**config.mk**
```make
export PLATFORM = sky130hd
export DESIGN_NAME = ccg_top
export DESIGN_NICKNAME = d
export VERILOG_FILES = /design/src/rtl/ccg_pkg.sv /design/src/rtl/ccg_lane.sv /design/src/rtl/ccg_merge.sv /design/src/rtl/ccg_top.sv
export SDC_FILE = /design/constraint.sdc
export NUM_CORES = 1
export LEC_CHECK = 0
export ABC_AREA = 1
export BUFFER_PORTS_ARGS = -buffer_cell sky130_fd_sc_hd__buf_2
export CORE_ASPECT_RATIO = 1.2
export CORE_MARGIN = 3
export CORE_UTILIZATION = 40
export CTS_CLUSTER_DIAMETER = 80
export DETAILED_ROUTE_END_ITERATION = 8
export GPL_TIMING_DRIVEN = 0
export PLACE_DENSITY = 0.8
export SYNTH_ARGS = -nofsm -noshare
export SYNTH_HDL_FRONTEND = slang
export SYNTH_SLANG_ARGS = --single-unit
```
**constraint.sdc**
```tcl
create_clock -name clk -period 0.83 [get_ports clk]
set_input_delay 0.083 -clock clk [delete_from_list [all_inputs] [get_ports clk]]
set_output_delay 0.083 -clock clk [all_outputs]
set_load 0.03 [all_outputs]
```
**src/rtl/ccg_pkg.sv**
```systemverilog
`timescale 1ns/1ps
package ccg_pkg;

    typedef enum logic [1:0] {
        SZ_BYTE = 2'b00,
        SZ_WORD = 2'b01,
        SZ_LONG = 2'b10,
        SZ_ALT  = 2'b11
    } size_e;

    typedef enum logic [1:0] {
        OPC_ADD = 2'b00,
        OPC_SUB = 2'b01,
        OPC_LOG = 2'b10,
        OPC_ALT = 2'b11
    } opcls_e;

    typedef struct packed {
        logic x;
        logic n;
        logic z;
        logic v;
        logic c;
    } flags_t;

    localparam int NUM_SIZES = 3;

endpackage

```
**src/rtl/ccg_lane.sv**
```systemverilog
`timescale 1ns/1ps
// Flag evaluation for one operand width.
module ccg_lane #(
    parameter int W = 8
) (
    input  logic [W-1:0] src_i,
    input  logic [W-1:0] dst_i,
    input  logic [W-1:0] sum_i,
    input  logic         carry_i,
    input  logic         is_sub_i,
    output logic         n_o,
    output logic         z_o,
    output logic         v_o,
    output logic         c_o
);
    logic src_sign_eff;

    always_comb begin
        src_sign_eff = is_sub_i ? ~src_i[W-1] : src_i[W-1];
        n_o = sum_i[W-1];
        z_o = ~|sum_i;
        v_o = (dst_i[W-1] == src_sign_eff) && (sum_i[W-1] != dst_i[W-1]);
        c_o = is_sub_i ? ~carry_i : carry_i;
    end
endmodule

```
**src/rtl/ccg_merge.sv**
```systemverilog
`timescale 1ns/1ps
// Replace the low bits of the destination by the sized result.
module ccg_merge #(
    parameter int DW = 32
) (
    input  logic [1:0]    size_i,
    input  logic [DW-1:0] dst_i,
    input  logic [DW-1:0] sum_i,
    output logic [DW-1:0] merged_o
);
    import ccg_pkg::*;

    localparam int BW = DW / 4;
    localparam int WW = DW / 2;
    localparam logic [DW-1:0] BYTE_MASK = {{(DW-BW){1'b0}}, {BW{1'b1}}};
    localparam logic [DW-1:0] WORD_MASK = {{(DW-WW){1'b0}}, {WW{1'b1}}};

    logic [DW-1:0] keep_mask;

    always_comb begin
        case (size_e'(size_i))
            SZ_BYTE: keep_mask = BYTE_MASK;
            SZ_WORD: keep_mask = WORD_MASK;
            default: keep_mask = '1;
        endcase
        merged_o = (dst_i & ~keep_mask) | (sum_i & keep_mask);
    end
endmodule

```
**src/rtl/ccg_top.sv**
```systemverilog
`timescale 1ns/1ps
module ccg_top #(
    parameter int DW = 32
) (
    input  logic          clk,
    input  logic          rst_n,
    input  logic          op_valid_i,
    input  logic [1:0]    size_i,
    input  logic [1:0]    opcls_i,
    input  logic          upd_x_i,
    input  logic [DW-1:0] src_i,
    input  logic [DW-1:0] dst_i,
    input  logic [DW-1:0] sum_i,
    input  logic [2:0]    carry_i,
    output logic [4:0]    flags_o,
    output logic [DW-1:0] result_o
);
    import ccg_pkg::*;

    typedef struct packed {
        flags_t        flags;
        logic [DW-1:0] res;
    } state_t;

    state_t state_d, state_q;

    logic [NUM_SIZES-1:0] ln_n, ln_z, ln_v, ln_c;
    logic                 is_sub;
    logic [DW-1:0]        merged;

    assign is_sub = (opcls_e'(opcls_i) == OPC_SUB);

    for (genvar g = 0; g < NUM_SIZES; g++) begin : g_lane
        localparam int LW = (DW / 4) << g;
        ccg_lane #(.W(LW)) i_lane (
            .src_i    (src_i[LW-1:0]),
            .dst_i    (dst_i[LW-1:0]),
            .sum_i    (sum_i[LW-1:0]),
            .carry_i  (carry_i[g]),
            .is_sub_i (is_sub),
            .n_o      (ln_n[g]),
            .z_o      (ln_z[g]),
            .v_o      (ln_v[g]),
            .c_o      (ln_c[g])
        );
    end

    ccg_merge #(.DW(DW)) i_merge (
        .size_i   (size_i),
        .dst_i    (dst_i),
        .sum_i    (sum_i),
        .merged_o (merged)
    );

    always_comb begin
        int sel;
        state_d = state_q;
        case (size_e'(size_i))
            SZ_BYTE: sel = 0;
            SZ_WORD: sel = 1;
            default: sel = 2;
        endcase
        if (op_valid_i) begin
            state_d.res     = merged;
            state_d.flags.n = ln_n[sel];
            state_d.flags.z = ln_z[sel];
            case (opcls_e'(opcls_i))
                OPC_ADD, OPC_SUB: begin
                    state_d.flags.v = ln_v[sel];
                    state_d.flags.c = ln_c[sel];
                    if (upd_x_i) begin
                        state_d.flags.x = ln_c[sel];
                    end
                end
                default: begin
                    state_d.flags.v = 1'b0;
                    state_d.flags.c = 1'b0;
                end
            endcase
        end
    end

    always_ff @(posedge clk or negedge rst_n) begin
        if (!rst_n) begin
            state_q <= '0;
        end else begin
            state_q <= state_d;
        end
    end

    assign flags_o  = state_q.flags;
    assign result_o = state_q.res;
endmodule

```
**Word level (Yosys, flattened, before mapping)**

Cells that the tools add are included.

- Output and inout bits: 37
- Input port bits: 107
- Register bits: 37
- Logic and storage cells: 59

- Mux-type cells: 21
- Equality and inequality tests: 8
- Reduce and logical (&&, ||, !) cells: 13
- Bitwise operators: 10
- Magnitude comparators: 1

Operator list:

| kind | number |
|---|---|
| $and 32x32->32 | 2 |
| $pmux 32 s2 | 1 |
| $lt 32x4->1 const B | 1 |
| $not 32->32 | 1 |
| $or 32x32->32 | 1 |
| $reduce_or 32->1 | 1 |
| $reduce_or 16->1 | 1 |
| $mux 1 | 14 |
| $bmux 1 s2 | 4 |
| $reduce_or 8->1 | 1 |
| $not 1->1 | 6 |
| $eq 2x1->1 const B | 2 |
| $logic_not 2->1 | 2 |
| $pmux 2 s2 | 1 |
| $eq 1x1->1 | 3 |
| $logic_and 1x1->1 | 3 |
| $logic_not 1->1 | 3 |
| $ne 1x1->1 | 3 |
| $reduce_and 3->1 | 1 |
| $mux 2 | 1 |
| $reduce_or 2->1 | 1 |

**Logic depth before layout (Yosys ltp)**

Gate-level depths: netlist of the first run.

- Word-level depth: 8
- Mapped depth: 8
- Depth with buffers taken out: 8

**Modules after synthesis**

Synthesis of the first run repeated with hierarchy kept, for this count alone.

- Cell total of the unflattened synthesis: 363
- Area total of the unflattened synthesis: 2341.0 µm²

By module, submodules not included:

| module | area each (µm²) | sequential area each (µm²) | instances | cells each |
|---|---|---|---|---|
| ccg_top | 1530.2 | 925.9 | 1 | 179 |
| ccg_merge | 386.6 | 0.0 | 1 | 85 |
| ccg_lane at g_lane[2].i_lane | 166.4 | 0.0 | 1 | 39 |
| ccg_lane at g_lane[1].i_lane | 156.4 | 0.0 | 1 | 38 |
| ccg_lane at g_lane[0].i_lane | 101.3 | 0.0 | 1 | 22 |

**Least setup slack after synthesis of the first run**

OpenSTA, ideal clock, no wires.

- Path type: in2reg
- Start: in op_valid_i
- End: reg state_q, in the netlist flags_o[2]
- Buffers on the path: 1
- Slack: -0.022 ns
- Library setup time: 0.065 ns
- Stages: 8
- Arrival: 0.787 ns
- Data required time: 0.765 ns
- Cells stage by stage: buf_4 inv_2 or2_1 nor2_1 nand2_1 nor2_1 nand2_1 nand2_1

RTL lines:

| item | line | text |
|---|---|---|
| start, declared | ccg_top.sv:7 | `input logic op_valid_i,` |
| end signal, assigned | ccg_top.sv:87 | `state_q <= state_d;` |
| end, declared | ccg_top.sv:25 | `state_t state_d, state_q;` |

**Worst setup path in the final report of the first run**

- Start: reg state_q, in the netlist result_o[11]
- End: out result_o[11]

RTL lines:

| item | line | text |
|---|---|---|
| end, declared | ccg_top.sv:16 | `output logic [DW-1:0] result_o` |

No word-level cell between the ends.

==> run metrics, run 1 <==
failing checks hold timing, setup timing; Yosys warning count 0; pwr/cell area 1727 mW/mm^2; Peak VDD IR 761.0 uV; fin nets 493; Final Hold Vio Count 37; CP Launch Point result_o[11]$_DFFE_PN0P_; sequential share of the synthesized area 48.81%; synthesis-to-finish area growth 56.60%; vias in the first global route between 2000 and 2500; Pwr Total about 0.0051 W; Syn Inst Count approximately 260; Critical Path Start Type flip-flop; total global routing overflow 0; Worst-Margin Slew 0.8602 ns; syn_nets ~360; # H-tree levels 2; share of layout cells above drive strength 1 37.73%; Cell Area, Synth 0.001897 sq mm; Final period util 113.3%; FP Rows 26; DR WL/cell approximately 13 um; Yosys cell types 22; I/O pin total 144; Post-Route WL ~5900 um; Post-Route Skew 0 ns; Max clock buf depth 2; CTS tree yes; CTS buffer count 5; # setup viols final 37; count of non-filler cells in the finished layout 443; CP Data Arrival Time 0.86 ns; Crit Path Max Fanout 2; utilization after layout between 60% and 70%; routed via count around 2200; starting density of the core 42.87%; total die area around 0.0056 sq mm; RePlAce Congestion 0.8122; post-DP HPWL 4191 um; most common cell after layout, fill and taps aside buf_2; Data required, critical path 0.75 ns; CP cell instances buf_6; top cell type's share of synthesized area between 40% and 50%; GRT Total Usage 22.13%; clk slew on worst S/H paths 0.08 ns; first-pass GRT wire length approximately 9500 um; RSZ-0062 raised after global routing yes; Via-to-Cell Ratio 4.932; largest net degree at the start of global routing 38; placed cell count 419; #FFs+latches synth 37; Max Clock Freq 1.063 GHz; Final Max Tran Viols 0; Leak 1.566 nW; number of port buffers ~110; WHS -0.1027 ns; CP endpoint kind output port; commonest non-fill, non-tap cells in the layout buf_2 (72), nand2_1 (58), o21ai_0 (53), nor2_1 (42), buf_6 (38); WP buf/inv 1; critical path's largest stage delay a little over 0.4 ns; worst r2r src result_o[15]$_DFFE_PN0P_; ant diodes 0; TritonRoute pass-1 iters 4; Die W 68.86 um; detailed router's first-iteration violation count between 100 and 150; Worst-Skew Late Latency 0.29 ns; core region area roughly 0.0044 sq mm; initial antenna violation count 0; Slew headroom 42.65%; Max Cap Viol 0; CP max stage cell dfrtp_1; top cells by area, synth dfrtp_1 (49%), o21ai_0 (14%), nand2_1 (12%), nor2_1 (8.5%), inv_1 (4.0%); Worst Hold Class input pin to async pin; post-layout min period 0.9404 ns; run status finished, violations left; Setup CP Type flip-flop to output port; Final WS setup -0.1104 ns; Synth area leader dfrtp_1; clk root buf clkbuf_8; die height 81.44 um; delay-heaviest family, CP flip-flops; clk sinks 37; Mapped Avg Cell Area about 7.4 sq um; Routed Antenna Nets 0; DRC Markers 0
## where the power goes
| part | total (W) | switching [W] | internal [W] |
|---|---|---|---|
| Combinational | 0.00159 | 0.000874 | 0.000713 |
| Sequential | 0.00213 | 0.000138 | 0.00199 |
| Clock | 0.00142 | 0.000667 | 0.000751 |
| Total | 0.00513 | 0.00168 | 0.00345 |
## cell families after synthesis
family,synth area share (%)
and+or+nand+nor,27.11
DFF,48.81
buffers and inverters,7.190
AOI/OAI and AO/OA,16.03
xor gates and xnor gates,0.8578
## worst paths after layout
kind                       slack [ns]  cells past startpoint                        to
min in group clk                 0.05                      3   result_o[3]$_DFFE_PN0P_
max in group asynchronous        0.39                      1  result_o[30]$_DFFE_PN0P_
min                             -0.10                      1  result_o[10]$_DFFE_PN0P_
max                             -0.11                      1              result_o[11]
max reg2reg                      0.03                      3  result_o[15]$_DFFE_PN0P_
min reg2reg                      0.51                      2    flags_o[4]$_DFFE_PN0P_
## repair_timing
item | in CTS | in global routing
buffers inserted | 11 | 5
endpoints found under the hold margin | 37 | 37
setup endpoints to repair | 37 | 55
gates cloned | 0 | 0
resized for setup | 74 | 12
## layout make-up
type                    instances  area (sq um)
inverters                      23         86.33
clock buffers                   7         96.34
flip-flops and latches         37         925.9
multi-input cells             186         844.6
fillers                       378          1454
clock inverters                 1         5.005
repair buffers                122         882.1
well taps                      56         70.07
plain buffers                  11         60.06
## registers in the layout (all words and copies together), names as in the netlist
signal,cells
flags_o,5
result_o,32
## cells in the mapped netlist
cell type / count
inv_1: 20
o21a_1: 1
nand4_1: 3
dfrtp_1: 37
nor3_1: 1
or2_1: 2
o21ai_1: 2
nand3_2: 1
buf_4: 1
buf_2: 4
a31oi_1: 1
nand3b_1: 1
nor2_2: 1
inv_2: 3
a21oi_1: 2
o21ai_0: 54
nand2_1: 59
nand3_1: 13
clkbuf_1: 6
nor2_1: 43
and2_1: 1
xor2_2: 1
## metrics by stage
stage / TNS, ns / setup slack [ns] / instance area [sq um]
global route: -3.881 / -0.1253 / 2970
global placement: -4.911 / -0.2360 / 2501
floorplan: 0 / 0.02245 / 1901
CTS: -3.150 / -0.1047 / 2917
detailed placement: -5.764 / -0.2664 / 2501
finish: -3.096 / -0.1104 / 2970
## layer usage
metal | track usage [%] | part of all wire [%] | up-vias
met4 | 8.187 | 1.4 | 0
met5 | 0 | 0 | -
li1 | - | - | 1081
met2 | 40.55 | 54 | 77
met1 | 25.13 | 39 | 1019
met3 | 3.694 | 6.0 | 8
Note: power is estimated with default switching activity, not from simulation.
==> run 2: changes to the inputs <==
--- a/config.mk
+++ b/config.mk
@@ -7,12 +7,10 @@
 export LEC_CHECK = 0
 export ABC_AREA = 1
 export BUFFER_PORTS_ARGS = -buffer_cell sky130_fd_sc_hd__buf_2
-export CORE_ASPECT_RATIO = 1.2
 export CORE_MARGIN = 3
 export CORE_UTILIZATION = 40
 export CTS_CLUSTER_DIAMETER = 80
 export DETAILED_ROUTE_END_ITERATION = 8
-export GPL_TIMING_DRIVEN = 0
 export PLACE_DENSITY = 0.8
 export SYNTH_ARGS = -nofsm -noshare
 export SYNTH_HDL_FRONTEND = slang
==> constraint.sdc (replaced) <==
create_clock -name clk -period 1 [get_ports clk]
set_input_delay 0.1 -clock clk [delete_from_list [all_inputs] [get_ports clk]]
set_output_delay 0.1 -clock clk [all_outputs]
set_load 0.03 [all_outputs]
==> run 2 against run 1 <==
Net effect: the run now ends clean; via count is 5.8% lower; global-route usage is 2.8 points lower; cell area down 10%; combinational power shrank 34%; utilization shrank 7.7 points; critical path type unchanged; critical endpoint is now flags_o[1]; highest routed layer unchanged.
==> run metrics, run 2 (synthesis results as in run 1) <==
run status complete, no violations; RSZ-0062 raised after global routing no; largest net degree at the start of global routing 38 (unchanged); FP Rows 24 (-7.7%); total global routing overflow 0 (unchanged); most common cell after layout, fill and taps aside buf_2; Worst Hold Class input pin to flip-flop; Crit Path Max Fanout 2 (unchanged); ant diodes 0 (unchanged); Post-Route WL 5173 um (-13%); worst hold path depth 4; switch share 32.63% (-0.096 points); Post-Route Skew 0 ns (unchanged); fin nets 480 (-2.6%); Max Cap Viol 0 (unchanged); Comb power frac 27.7% (-3.2 points); detailed router's first-iteration violation count 101 (-15%); CP Data Arrival Time 0.85 ns (about the same); RePlAce Congestion 0.7491 (-7.8%); worst r2r src flags_o[3]$_DFFE_PN0P_; CP endpoint kind output port; Sw Pwr 0.001241 W (-26%); CP cell instances buf_2; RR Endpoint flags_o[3]$_DFFE_PN0P_; Max Clock Freq 1.054 GHz; hold endpoint flags_o[4]$_DFFE_PN0P_; Via-to-Cell Ratio 4.845 (-1.8%); Crit path depth 1 (unchanged); commonest non-fill, non-tap cells in the layout buf_2 (107), nand2_1 (59), o21ai_0 (54), nor2_1 (43), dfrtp_1 (37); clk slew on worst S/H paths 0.07 ns (about the same); Final Max Tran Viols 0 (unchanged); critical path's largest stage delay 0.39 ns (-0.02 ns); post-CTS sizing 0 (-100%); Setup CP Type flip-flop to output port; Final Hold Vio Count 0 (-100%); worst r2r path cells 2 (-1); delay-heaviest family, CP flip-flops; WP buf/inv 1 (unchanged); first-pass GRT wire length 8473 um (-10%); sequential share of power 45.4% (+4.0 points); Final period util 94.92%; utilization after layout 59.42% (-7.7 points); Setup Buffers After CTS 0 (-11); pwr/cell area 1430 mW/mm^2 (-17%); DR WL/cell 12.17 um (-9.2%); initial antenna violation count 0 (unchanged); DRC Markers 0 (unchanged); Data required, critical path 0.90 ns (+0.15 ns); Die W 74.86 um (+8.7%); Max clock buf depth 2 (unchanged); # H-tree levels 2 (unchanged); routed via count 2059 (-5.8%); Pwr Total 0.003803 W (-26%); synthesis-to-finish area growth 40.17%; Peak VDD IR 584.1 uV (-23%); # setup viols final 0 (-100%); internal power 0.002562 W (-26%); clock power share 27.0% (-0.6 points); post-layout min period 0.9492 ns; vias in the first global route 1973 (-10%); Critical Path Start Type flip-flop; share of layout cells above drive strength 1 35.12% (-2.6 points); post-DP HPWL 4052 um (-3.3%); clk root buf clkbuf_8; Worst-Skew Late Latency 0.28 ns (about the same); die height 74.86 um (-8.1%); CP Launch Point flags_o[1]$_DFFE_PN0P_; Filler Cells Inserted 423 (+12%); CTS buffer count 5 (unchanged); Slew headroom 84.04% (+41 points); Post-Place Cell Area 0.002562 sq mm (+2.5%); reg2reg setup slack 0.34 ns (+0.31 ns); number of port buffers 107 (+0.94%); GRT Total Usage 19.34% (-2.8 points); Routed Antenna Nets 0 (unchanged); Hold Startpoint upd_x_i; Leak 1.444 nW (-7.8%); starting density of the core 42.39% (-0.48 points); CP max stage cell dfrtp_1; clk sinks 37 (unchanged); setup TNS 0 ns (+3.096 ns); max FFs per register 32 (unchanged); core region area 0.004474 sq mm (+1.1%); CTS tree yes; total die area 0.005604 sq mm (about the same); final instance area 0.002659 sq mm (-10%); Worst-Margin Slew 0.2394 ns (-0.6208 ns); I/O pin total 144 (unchanged); Post-CTS Hold Buffers 1; TritonRoute pass-1 iters 4 (unchanged)
[run 2: power by group through the flow]
stage | logic [W] | registers, W | clock network, W
6_report | 0.00105 | 0.00173 | 0.00103
3_3_place_gp | 0.00104 | 0.00175 | 0
3_5_place_dp | 0.00106 | 0.00175 | 0
4_1_cts | 0.00107 | 0.00173 | 0.00106
5_1_grt | 0.00116 | 0.00174 | 0.00110
2_1_floorplan | 0.000287 | 0.00207 | 0
[run 2: routing by layer]
layer | track usage (%) | part of all wire, % | up-vias
li1 | - | - | 1059
met5 | 0 | 0 | -
met3 | 5.207 | 7.8 | 4
met4 | 4.941 | 0.48 | 0
met2 | 32.88 | 48 | 78
met1 | 24.35 | 43 | 918
[run 2: worst register-to-register path, cell delays in order, from the launching register on]
cell and delay, ns:
dfrtp_1 0.37, o21ai_0 0.13, inv_1 0.05
[run 2: worst max-delay path by stage]
stage / slack, ns / end
2_1_floorplan: 0.13 / flags_o[2]$_DFFE_PN0P_
3_3_place_gp: 0.008 / flags_o[1]$_DFFE_PN0P_
3_5_place_dp: -0.05 / flags_o[1]$_DFFE_PN0P_
4_1_cts: 0.04 / flags_o[2]
5_1_grt: 0.01 / result_o[17]
6_report: 0.05 / flags_o[1]
[run 2: stage by stage]
| stage | setup slack (ns) | hold slack (ns) | cells |
|---|---|---|---|
| 3_3_place_gp | 0.008191 | 0.07934 | 417 |
| 4_1_cts | 0.03524 | 0.07814 | 425 |
| 5_1_grt | 0.01296 | 0.08822 | 425 |
| 2_1_floorplan | 0.1307 | -0.1956 | 257 |
| 3_5_place_dp | -0.04845 | 0.08119 | 417 |
| 6_report | 0.05082 | 0.08723 | 425 |
[run 2: area by class of cell]
| class | instances | area (sq um) | area share (%) |
|---|---|---|---|
| well taps | 52 | 65.06 | 2.447 |
| clock buffers | 7 | 86.33 | 3.247 |
| multi-input cells | 186 | 834.6 | 31.39 |
| repair buffers | 120 | 660.6 | 24.85 |
| inverters | 23 | 86.33 | 3.247 |
| flip-flops and latches | 37 | 925.9 | 34.82 |
